File: src/rtl/fgpc_pkg.sv
package fgpc_pkg;
    localparam int PULSE_CNT_W = 8;
    localparam int MASK_CNT_W  = 12;

    typedef struct packed {
        logic up;
        logic dn;
    } phase_err_t;
endpackage

File: src/rtl/fgpc_edge_pfd.sv
module fgpc_edge_pfd
    import fgpc_pkg::*;
#(
    parameter int CNT_W = PULSE_CNT_W
) (
    input  logic             clk,
    input  logic             rst_n,
    input  logic             run_en,
    input  logic             ref_in,
    input  logic             fg_in,
    output phase_err_t       err,
    output logic             active,
    output logic             close_evt,
    output logic [CNT_W:0]   sep,
    output logic [CNT_W-1:0] width_cnt
);
    typedef struct packed {
        logic             ref_h;
        logic             fg_h;
        logic             up;
        logic             dn;
        logic [CNT_W-1:0] cnt;
    } pfd_st_t;

    pfd_st_t s_d, s_q;
    logic    ref_rise, fg_rise, up_n, dn_n, busy_q;

    always_comb begin
        s_d       = s_q;
        ref_rise  = ref_in & ~s_q.ref_h;
        fg_rise   = fg_in & ~s_q.fg_h;
        busy_q    = s_q.up | s_q.dn;
        up_n      = s_q.up | ref_rise;
        dn_n      = s_q.dn | fg_rise;
        close_evt = run_en & up_n & dn_n;
        sep       = busy_q ? ({1'b0, s_q.cnt} + 1'b1) : '0;

        s_d.ref_h = ref_in;
        s_d.fg_h  = fg_in;
        if (close_evt) begin
            s_d.up = 1'b0;
            s_d.dn = 1'b0;
        end else begin
            s_d.up = up_n;
            s_d.dn = dn_n;
        end
        if (!busy_q) begin
            s_d.cnt = '0;
        end else if (!(&s_q.cnt)) begin
            s_d.cnt = s_q.cnt + 1'b1;
        end
        if (!run_en) begin
            s_d.up  = 1'b0;
            s_d.dn  = 1'b0;
            s_d.cnt = '0;
        end
    end

    always_ff @(posedge clk) begin
        if (!rst_n) begin
            s_q <= '0;
        end else begin
            s_q <= s_d;
        end
    end

    assign err.up    = s_q.up;
    assign err.dn    = s_q.dn;
    assign active    = busy_q;
    assign width_cnt = s_q.cnt;
endmodule

File: src/rtl/fgpc_lock_eval.sv
module fgpc_lock_eval
    import fgpc_pkg::*;
#(
    parameter int CNT_W = PULSE_CNT_W
) (
    input  logic             clk,
    input  logic             rst_n,
    input  logic             run_en,
    input  logic             close_evt,
    input  logic             active,
    input  logic [CNT_W:0]   sep,
    input  logic [CNT_W-1:0] width_cnt,
    input  logic [CNT_W-1:0] win_len,
    output logic             raw_lock
);
    typedef struct packed {
        logic qual;
    } eval_st_t;

    eval_st_t s_d, s_q;

    always_comb begin
        s_d = s_q;
        if (!run_en) begin
            s_d.qual = 1'b0;
        end else if (close_evt) begin
            s_d.qual = (sep <= {1'b0, win_len});
        end else if (active && (width_cnt >= win_len)) begin
            s_d.qual = 1'b0;
        end
    end

    always_ff @(posedge clk) begin
        if (!rst_n) begin
            s_q <= '0;
        end else begin
            s_q <= s_d;
        end
    end

    assign raw_lock = s_q.qual;
endmodule

File: src/rtl/fgpc_lock_mask.sv
module fgpc_lock_mask
    import fgpc_pkg::*;
#(
    parameter int MASK_W = MASK_CNT_W
) (
    input  logic              clk,
    input  logic              rst_n,
    input  logic              run_en,
    input  logic              raw_lock,
    input  logic [MASK_W-1:0] mask_len,
    output logic              lock_out
);
    typedef struct packed {
        logic [MASK_W-1:0] cnt;
        logic              lock;
    } mask_st_t;

    mask_st_t s_d, s_q;

    always_comb begin
        s_d = s_q;
        if (!run_en || !raw_lock) begin
            s_d.cnt  = '0;
            s_d.lock = 1'b0;
        end else if (s_q.cnt >= mask_len) begin
            s_d.lock = 1'b1;
        end else begin
            s_d.cnt = s_q.cnt + 1'b1;
        end
    end

    always_ff @(posedge clk) begin
        if (!rst_n) begin
            s_q <= '0;
        end else begin
            s_q <= s_d;
        end
    end

    assign lock_out = s_q.lock;
endmodule

File: src/rtl/fg_phase_lock_det.sv
module fg_phase_lock_det
    import fgpc_pkg::*;
#(
    parameter int CNT_W  = PULSE_CNT_W,
    parameter int MASK_W = MASK_CNT_W
) (
    input  logic              clk,
    input  logic              rst_n,
    input  logic              run_en,
    input  logic              ref_clk_in,
    input  logic              fg_in,
    input  logic [CNT_W-1:0]  win_len,
    input  logic [MASK_W-1:0] mask_len,
    output logic              err_up,
    output logic              err_dn,
    output logic              lock_flag
);
    phase_err_t       err;
    logic             pulse_active;
    logic             close_evt;
    logic             raw_lock;
    logic [CNT_W:0]   sep;
    logic [CNT_W-1:0] pulse_width;

    fgpc_edge_pfd #(.CNT_W(CNT_W)) u_pfd (
        .clk       (clk),
        .rst_n     (rst_n),
        .run_en    (run_en),
        .ref_in    (ref_clk_in),
        .fg_in     (fg_in),
        .err       (err),
        .active    (pulse_active),
        .close_evt (close_evt),
        .sep       (sep),
        .width_cnt (pulse_width)
    );

    fgpc_lock_eval #(.CNT_W(CNT_W)) u_eval (
        .clk       (clk),
        .rst_n     (rst_n),
        .run_en    (run_en),
        .close_evt (close_evt),
        .active    (pulse_active),
        .sep       (sep),
        .width_cnt (pulse_width),
        .win_len   (win_len),
        .raw_lock  (raw_lock)
    );

    fgpc_lock_mask #(.MASK_W(MASK_W)) u_mask (
        .clk      (clk),
        .rst_n    (rst_n),
        .run_en   (run_en),
        .raw_lock (raw_lock),
        .mask_len (mask_len),
        .lock_out (lock_flag)
    );

    assign err_up = err.up;
    assign err_dn = err.dn;
endmodule

File: config.mk
export PLATFORM = sky130hd
export DESIGN_NAME = fg_phase_lock_det
export DESIGN_NICKNAME = d
export VERILOG_FILES = /design/src/rtl/fgpc_pkg.sv /design/src/rtl/fgpc_edge_pfd.sv /design/src/rtl/fgpc_lock_eval.sv /design/src/rtl/fgpc_lock_mask.sv /design/src/rtl/fg_phase_lock_det.sv
export SDC_FILE = /design/constraint.sdc
export NUM_CORES = 1
export LEC_CHECK = 0
export BUFFER_PORTS_ARGS = -buffer_cell sky130_fd_sc_hd__buf_2
export CORE_ASPECT_RATIO = 1.4
export CORE_MARGIN = 3
export CORE_UTILIZATION = 55
export CTS_CLUSTER_SIZE = 30
export DETAILED_ROUTE_END_ITERATION = 7
export PLACE_DENSITY = 0.78
export SLEW_MARGIN = 40
export SYNTH_ARGS = -nofsm -noshare
export SYNTH_HDL_FRONTEND = slang
export SYNTH_SLANG_ARGS = --single-unit
File: constraint.sdc
create_clock -name clk -period 4.3 [get_ports clk]
set_input_delay 0.43 -clock clk [delete_from_list [all_inputs] [get_ports clk]]
set_output_delay 0.43 -clock clk [all_outputs]
set_load 0.01 [all_outputs]
Word-level counts from Yosys, hierarchy flattened
Index checks and enable logic that the tools add are counted.
{"block": "op_classes", "add_sub_neg": 3, "magnitude_cmp": 3, "n_mux": 3, "bitwise": 11, "n_reduce_logical": 10}
{"operator": "$add A12 B1 Y12 const B", "count": 1}
{"operator": "$ge A12 B12 Y1", "count": 1}
{"operator": "$add A8 B1 Y9 const B", "count": 1}
{"operator": "$le A9 B8 Y1", "count": 1}
{"operator": "$mux W9", "count": 1}
{"operator": "$add A8 B1 Y8 const B", "count": 1}
{"operator": "$ge A8 B8 Y1", "count": 1}
{"operator": "$reduce_and A8 Y1", "count": 1}
{"operator": "$and A1 B1 Y1", "count": 4}
{"operator": "$not A1 Y1", "count": 4}
{"operator": "$or A1 B1 Y1", "count": 3}
{"operator": "$reduce_and A3 Y1", "count": 1}
{"operator": "$reduce_or A3 Y1", "count": 1}
{"operator": "$logic_not A1 Y1", "count": 2}
{"operator": "$mux W1", "count": 2}
{"operator": "$reduce_and A2 Y1", "count": 1}
{"operator": "$reduce_bool A2 Y1", "count": 1}
{"operator": "$reduce_or A2 Y1", "count": 1}
{"operator": "$logic_and A1 B1 Y1", "count": 1}
{"operator": "$logic_or A1 B1 Y1", "count": 1}
{"block": "word_totals", "regBits": 26, "input_bits": 25, "output_inout_bits": 3, "word_cells": 38}

Depth between registers and ports, before layout
Gate-level depths: netlist (run 1).
{"block": "logic_depth", "word_depth": 6, "ltp_mapped": 11, "ltp_nobuf": 11}

Cells and area by module
From an unflattened synthesis (run 1), not the netlist that was laid out.
{"block": "hier_totals", "cells_unflattened": 259, "area_unflattened_um2": 2114.5}
{"module": "fgpc_lock_mask", "instances": 1, "cells_per_inst": 114, "area_each_um2": 958.4, "seq_area_each_um2": 260.2}
{"module": "fgpc_edge_pfd", "instances": 1, "cells_per_inst": 90, "area_each_um2": 719.4, "seq_area_each_um2": 240.2}
{"module": "fgpc_lock_eval", "instances": 1, "cells_per_inst": 55, "area_each_um2": 436.7, "seq_area_each_um2": 20.0}

Worst setup path before layout (run 1)
Ideal clock, no wire load.
{"block": "synth_path", "path_type": "flip-flop to flip-flop", "startpoint": "register u_pfd.s_q, in the netlist u_pfd.width_cnt[0]", "endpoint": "register u_eval.s_q (netlist: u_eval.raw_lock)", "setup_ps": 75, "arrival_time_ps": 2174, "required_time_ps": 4225, "slack_ps": 2051, "stages_incl_launch_ff": 12, "n_path_buf": 0, "synth_period_minus_slack_ps": 2249, "path_cell_list": "dfxtp_1 -> ha_1 -> nand3_1 -> nor2_1 -> xnor2_1 -> nor2_1 -> ha_1 -> a2111oi_0 -> o21ai_0 -> a21oi_1 -> nor3_1 -> o22ai_1"}
{"block": "synth_via", "elab_chain_len": 4, "word_cells_on_any_way": 7, "cone_classes": "1 x add/sub; 2 x order compare; 2 x mux; 2 x reduce/logical"}
{"element": "start, declared", "line_no": "fgpc_edge_pfd.sv:25", "text": "pfd_st_t s_d, s_q;"}
{"element": "start signal, assigned", "line_no": "fgpc_edge_pfd.sv:61", "text": "s_q <= '0;"}
{"element": "start signal, assigned", "line_no": "fgpc_edge_pfd.sv:63", "text": "s_q <= s_d;"}
{"element": "$add A8 B1 Y9", "line_no": "fgpc_edge_pfd.sv:36", "text": "sep = busy_q ? ({1'b0, s_q.cnt} + 1'b1) : '0;"}
{"element": "$mux W9", "line_no": "fgpc_edge_pfd.sv:36"}
{"element": "$le A9 B8 Y1", "line_no": "fgpc_lock_eval.sv:27", "text": "s_d.qual = (sep <= {1'b0, win_len});"}
{"element": "$mux W1", "line_no": "fgpc_lock_eval.sv:26", "text": "end else if (close_evt) begin"}
{"element": "end signal, assigned", "line_no": "fgpc_lock_eval.sv:35", "text": "s_q <= '0;"}
{"element": "end signal, assigned", "line_no": "fgpc_lock_eval.sv:37", "text": "s_q <= s_d;"}
{"element": "end, declared", "line_no": "fgpc_lock_eval.sv:20", "text": "eval_st_t s_d, s_q;"}
Several ways; a longest one is shown, not always the timed one.
A chain may end at the register's enable or synchronous reset.

Worst setup path in the final report (run 1)
Ends and elaborated chain as after synthesis.

==> results of run 1 <==
## sequential cells by signal, indices dropped and copies added, names as in the netlist
register	count
u_pfd.err	2
u_eval.raw_lock	1
u_pfd.s_q	2
u_mask.lock_out	1
u_pfd.width_cnt	8
u_mask.s_q	12
## power by group through the flow
| stage | sequential [mW] | clock (mW) | combinational (mW) |
|---|---|---|---|
| after detailed placement | 0.250 | 0 | 0.0460 |
| after global routing | 0.245 | 0.169 | 0.0534 |
| after CTS | 0.244 | 0.162 | 0.0463 |
| after global placement | 0.250 | 0 | 0.0451 |
| after floorplan | 0.250 | 0 | 0.0268 |
| final | 0.244 | 0.157 | 0.0456 |
## Yosys cell counts, types with 3 or more instances
library cell,count
nor2b_1,3
or3_1,5
dfxtp_1,26
o21ai_0,11
nand4_1,4
nor2_1,22
nand3_1,11
o211ai_1,3
and2_1,3
o21a_1,3
nor3_1,7
a21oi_1,20
a21o_1,3
nand2_1,15
xnor2_1,5
inv_1,25
ha_1,30
xor2_1,4
## area by class of cell
type | instances | area, um2 | share of cell area
tap | 39 | 48.8 | 0.0240
inverter | 25 | 93.8 | 0.0461
clock buffer | 4 | 55.1 | 0.0271
timing repair buffer | 27 | 135 | 0.0664
multi-input combinational | 172 | 1180 | 0.581
sequential | 26 | 520 | 0.256
## metrics by stage
step           worst slack [ps]  area, um2  total power [mW]  hold WS [ps]
3_3_place_gp               1870       1980             0.295           453
2_1_floorplan              2050       1810             0.277           456
6_report                   1720       2030             0.447           376
4_1_cts                    1740       2030             0.452           374
3_5_place_dp               1760       1980             0.296           466
5_1_grt                    1370       2030             0.467           377
## path summary, 6_finish.rpt
path	startpoint	endpoint	slack, ps	cells past startpoint
max	u_pfd.width_cnt[0]	u_eval.raw_lock	1720	11
min	fg_in	u_pfd.s_q[10]	380	2
max reg2reg	u_pfd.width_cnt[0]	u_eval.raw_lock	1720	11
min reg2reg	u_mask.lock_out	u_mask.lock_out	470	2
## cell families after synthesis
| kind of cell | after synthesis |
|---|---|
| compound gates | 53 |
| xor+xnor | 9 |
| fa+ha+maj | 30 |
| buf+inv | 28 |
| flops | 26 |
| mux | 1 |
| simple gates | 79 |
## routing by layer
| layer | up-vias | global-route usage | wire (um) |
|---|---|---|---|
| met2 | 21 | 0.383 | 1900 |
| met5 | - | 0 | 0 |
| met1 | 733 | 0.203 | 1440 |
| met3 | 6 | 0.0122 | 95 |
| met4 | 0 | 0.0831 | 65 |
| li1 | 852 | - | - |
## worst max-delay path, stage by stage (launching register included)
cell       delay, ps
dfxtp_1          420
ha_1             220
nand3_1          130
nor2_1           260
xnor2_1          150
nor2_1            60
ha_1             340
a2111oi_0        430
o21ai_0          150
a21oi_1          140
nor3_1            70
o22ai_1          150
==> run summary, run 1 <==
Row cnt: 24
Ys flop type: dfxtp_1
Crit end category: flop
Post-Syn Area: 1810 um2
Via density: 5.50
DIE WIDTH: 54.5 um
H-tree depth: 1
Fill cells: 274
DR iter-0 viols: 40
Req. time, crit path: 4500 ps
Antenna violations before repair: 0
Clk Latency, worst-skew pair: 270 ps
Grt ovf: 0
Fin nets: 310
Final Wtd Congestion: 0.839
Skew final: 3.55 ps
Simple-gate share of the synthesized area: 0.212
CTS buffer count: 3
Mapped Nets: 281
Synth Area in Adders: 0.208
Synth top area share: 0.288
Mean Syn Cell Area: 8.00 um2
Max Cap Viol: 0
Remaining design rule violation count: 0
VDD IR max: 0.156 mV
Sequential cell area fraction in the yosys report: 0.288
Number of flops mapped to enable cells by yosys: 0
Die Area: 4020 um2
RSZ-0062 raised after global routing: false
Vias in the first global route: 1,487
Area contributors post-synth: dfxtp_1, ha_1, a21oi_1
Asr flop ratio synth: 0
Ant diodes: 0
Final setup TNS: 0 ps
Final period util: 0.600
Clock-pin slew on the worst setup and hold paths: 90 ps
Port Buffer Count: 27
Worst Hold Class: in2reg
Post-CTS sizing: 0
Power Density: 220 nW/um2
Cell taking the most area after synthesis: dfxtp_1
Crit path arrival time: 2780 ps
Slew Limit Fails: 0
Post-synthesis mux area share: 0.00554
Most frequent cells in the layout: ha_1, buf_2, dfxtp_1
Final hold viol count: 0
Crit Path Max Fanout: 5
Initial Util: 0.579
Largest family of logic cells by synthesized area: simple AND/OR/NAND/NOR gates
Via count: 1,612
XOR/XNOR Fraction of Synth Area: 0.0436
Commonest non-fill, non-tap cell in the layout: ha_1
Drt first pass iters: 4
Net switching power: 0.102 mW
Synth Instances: 226
Total GRT Usage: 0.197
Switching share of total power: 0.227
Critical path class: reg2reg
Crit start category: flop
Final min period: 2580 ps
Final setup viols: 0
Yosys reg bits: 26
Clock buffer depth: 2
Logic gate share of total power: 0.102
Leakage power: 0.943 nW
Share of layout cells above drive strength 1: 0.142
FMAX: 388 MHz
Per-cell routed wire length: 11.9 um
Pin count of the biggest net entering global routing: 20
Hold Buf Count CTS: 0
Fin cells: 293
Outcome: finished, final reports clean
Final core occ: 0.651
Clk pwr share: 0.352
DP HPWL: 2930 um
Worst Max-Slew Pin Slew: 662 ps
Post-CTS setup buffer count: 0
WL final: 3500 um
Core region area: 3120 um2
Ports: 28
Part of the power in registers: 0.546
Relative slew slack: 0.557
Vert. Die Dim: 73.8 um
Compound-Gate Fraction of Synth Area: 0.185
CTS Root Cell: clkbuf_8
Clk sink count: 26
CTS tree: done
Area Overhead vs Synth: 12.5%
Internal power: 0.346 mW
Ys Warns: 0
First-pass GRT wire length: 5990 um
Cell total after placement: 289
Antenna Nets Post-Route: 0
Synth unique cells: 38
Power figures use the tool's default switching activity.
==> run 2, diff against run 1 <==
--- a/config.mk
+++ b/config.mk
@@ -5,13 +5,14 @@
 export SDC_FILE = /design/constraint.sdc
 export NUM_CORES = 1
 export LEC_CHECK = 0
+export ABC_AREA = 1
 export BUFFER_PORTS_ARGS = -buffer_cell sky130_fd_sc_hd__buf_2
 export CORE_ASPECT_RATIO = 1.4
 export CORE_MARGIN = 3
-export CORE_UTILIZATION = 55
+export CORE_UTILIZATION = 52
 export CTS_CLUSTER_SIZE = 30
 export DETAILED_ROUTE_END_ITERATION = 7
-export PLACE_DENSITY = 0.78
+export PLACE_DENSITY = 0.76
 export SLEW_MARGIN = 40
 export SYNTH_ARGS = -nofsm -noshare
 export SYNTH_HDL_FRONTEND = slang
==> constraint.sdc (replaced) <==
create_clock -name clk -period 2.3 [get_ports clk]
set_input_delay 0.23 -clock clk [delete_from_list [all_inputs] [get_ports clk]]
set_output_delay 0.23 -clock clk [all_outputs]
set_load 0.01 [all_outputs]
==> run summary, run 2 <==
Outcome: finished, final reports clean
Worst Hold Class: in2reg
Post-Syn Area: 2080 um2
VDD IR max: 0.453 mV
Compound-Gate Fraction of Synth Area: 0.104
Fin nets: 394
Crit Path Max Fanout: 6
Clk Latency, worst-skew pair: 270 ps
Initial Util: 0.555
Mean Syn Cell Area: 6.74 um2
Critical path destination: u_eval.raw_lock
Row cnt: 26
Ant diodes: 0
WL final: 4360 um
FF-to-FF Start: u_pfd.width_cnt[0]
Synth top area share: 0.251
Sequential cell area fraction in the yosys report: 0.251
Clock buffer depth: 2
Simple-gate share of the synthesized area: 0.266
Post-synthesis mux area share: 0
XOR/XNOR Fraction of Synth Area: 0.0633
RSZ-0062 raised after global routing: false
DR iter-0 viols: 54
Worst-path cell chain: ha_1 > inv_1 > nor3_2 > xor2_1 > inv_1 > nor2_1 > ha_1 > a21oi_1 > o211ai_1 > nor2_1 > nand2_1 > nand3_1 > nand2_1 > inv_1
Power Density: 366 nW/um2
Top cells by instance count after synthesis: inv_1, nand2_1, ha_1, a21oi_1, nand3_1
Launch point of the worst path: u_pfd.width_cnt[0]
Final setup viols: 0
Cell taking the most area after synthesis: dfxtp_1
Placed Area: 2240 um2
CTS Root Cell: clkbuf_8
Logic gate share of total power: 0.110
Internal power: 0.648 mW
FMAX: 487 MHz
Fin area: 2310 um2
DP HPWL: 3470 um
Crit start category: flop
Power, Total: 0.848 mW
Critical-path top delay cell: dfxtp_2
CP dominant cell by count: inv_1
H-tree depth: 1
First-pass GRT wire length: 7270 um
Via density: 5.10
Synth Instances: 308
CP Buf/Inv Count: 3
Remaining design rule violation count: 0
Final period util: 0.894
Per-cell routed wire length: 11.5 um
CTS buffer count: 3
Skew final: 1.45 ps
Crit end category: flop
Via count: 1,939
Worst Max-Slew Pin Slew: 526 ps
Mapped Nets: 363
Final min period: 2060 ps
Most common cell in the netlist: inv_1
Max Cap Viol: 0
CTS tree: done
Instance count on the critical path: 14
Net switching power: 0.200 mW
Relative slew slack: 0.649
Number of flops mapped to enable cells by yosys: 0
Fin worst setup slack: 245 ps
Final hold viol count: 0
Drt first pass iters: 4
Most frequent cells in the layout: inv_1, nand2_1, ha_1
RR Endpoint: u_eval.raw_lock
Grt ovf: 0
Critical path class: reg2reg
CP peak stage delay: 380 ps
Total GRT Usage: 0.199
Reg2Reg Setup Slack: 240 ps
Clock-pin slew on the worst setup and hold paths: 90 ps
Ports: 28
Antenna violations before repair: 0
Commonest non-fill, non-tap cell in the layout: inv_1
Slew Limit Fails: 0
Vias in the first global route: 1,802
Final Wtd Congestion: 0.830
Vert. Die Dim: 80.8 um
Die Area: 4800 um2
Part of the power in registers: 0.540
Synth unique cells: 24
Crit path arrival time: 2280 ps
Req. time, crit path: 2530 ps
Ys Warns: 0
Asr flop ratio synth: 0
Hold Startpoint: ref_clk_in
Max reg flops: 12
Core region area: 3740 um2
Clk sink count: 26
Post-Place Worst Slack: 217 ps
Clk pwr share: 0.350
Antenna Nets Post-Route: 0
Pin count of the biggest net entering global routing: 15
Area contributors post-synth: dfxtp_1, ha_1, inv_1
Yosys reg bits: 26
Port Buffer Count: 27
Share of layout cells above drive strength 1: 0.130
Cells on worst reg2reg path: 14
Area Overhead vs Synth: 11.5%
Cell family with most CP delay: simple AND/OR/NAND/NOR gates
DIE WIDTH: 59.4 um
Switching share of total power: 0.236
Final setup TNS: 0 ps
Leakage power: 1.20 nW
Largest family of logic cells by synthesized area: simple AND/OR/NAND/NOR gates
Top reg by flops: u_mask.s_q
Synth Area in Adders: 0.181
Ys flop type: dfxtp_1
==> run 2: cell families (layout without fill, tap and decap cells) <==
family | Yosys count | after routing
and+or+nand+nor | 126 | 126
buffers and inverters | 70 | 100
AOI/OAI and AO/OA | 41 | 41
adders and majority gates | 30 | 30
DFF | 26 | 26
xor gates and xnor gates | 15 | 15
==> run 2: through the flow <==
stage / util / hold slack, ps / instances
floorplan: - / 323 / 308
global placement: 0.600 / 430 / 375
detailed placement: 0.600 / 430 / 375
CTS: 0.615 / 139 / 379
global route: 0.619 / 154 / 380
finish: 0.619 / 146 / 380
==> run 2: how the worst min path moves through the flow <==
stage,to,slack (ps),cells after the start
after CTS,u_pfd.s_q[11],140,3
after floorplan,u_pfd.s_q[10],320,2
after detailed placement,u_pfd.s_q[11],430,3
after global routing,u_pfd.s_q[11],150,3
after global placement,u_pfd.s_q[10],430,3
final,u_pfd.s_q[11],150,3
==> run 2: tightest hold or removal path, delay by kind of cell <==
family	cells	cell delay, ps
AND/OR/NAND/NOR	1	40
buffers and inverters	2	130
==> run 2: cell type report <==
| class | count | area, um2 |
|---|---|---|
| multi-input cells | 212 | 1280 |
| inverters | 66 | 248 |
| fillers | 368 | 1430 |
| repair buffers | 30 | 158 |
| flip-flops and latches | 26 | 523 |
| well taps | 42 | 52.6 |
| clock buffers | 4 | 55.1 |
==> run 2: metal layers <==
| layer | global-route usage | routed length, um | vias to the layer above | share of wire |
|---|---|---|---|---|
| li1 | - | - | 1030 | - |
| met3 | 0.0191 | 128 | 9 | 0.029 |
| met5 | 0 | 0 | - | 0 |
| met1 | 0.191 | 1700 | 865 | 0.39 |
| met2 | 0.400 | 2390 | 35 | 0.55 |
| met4 | 0.0930 | 138 | 0 | 0.032 |
==> run 2: power by group through the flow <==
stage	combinational, mW	sequential (mW)	clock (mW)
after floorplan	0.0556	0.469	0
after global placement	0.0912	0.468	0
after detailed placement	0.0939	0.468	0
after CTS	0.0949	0.458	0.309
after global routing	0.112	0.458	0.327
final	0.0933	0.458	0.297
==> run 2: repair_timing <==
action,4_1_cts,5_1_grt
hold endpoints to repair,0,0
setup endpoints to repair,0,1
hold buffers,0,0
buffers inserted,0,1
gates resized for setup,0,3
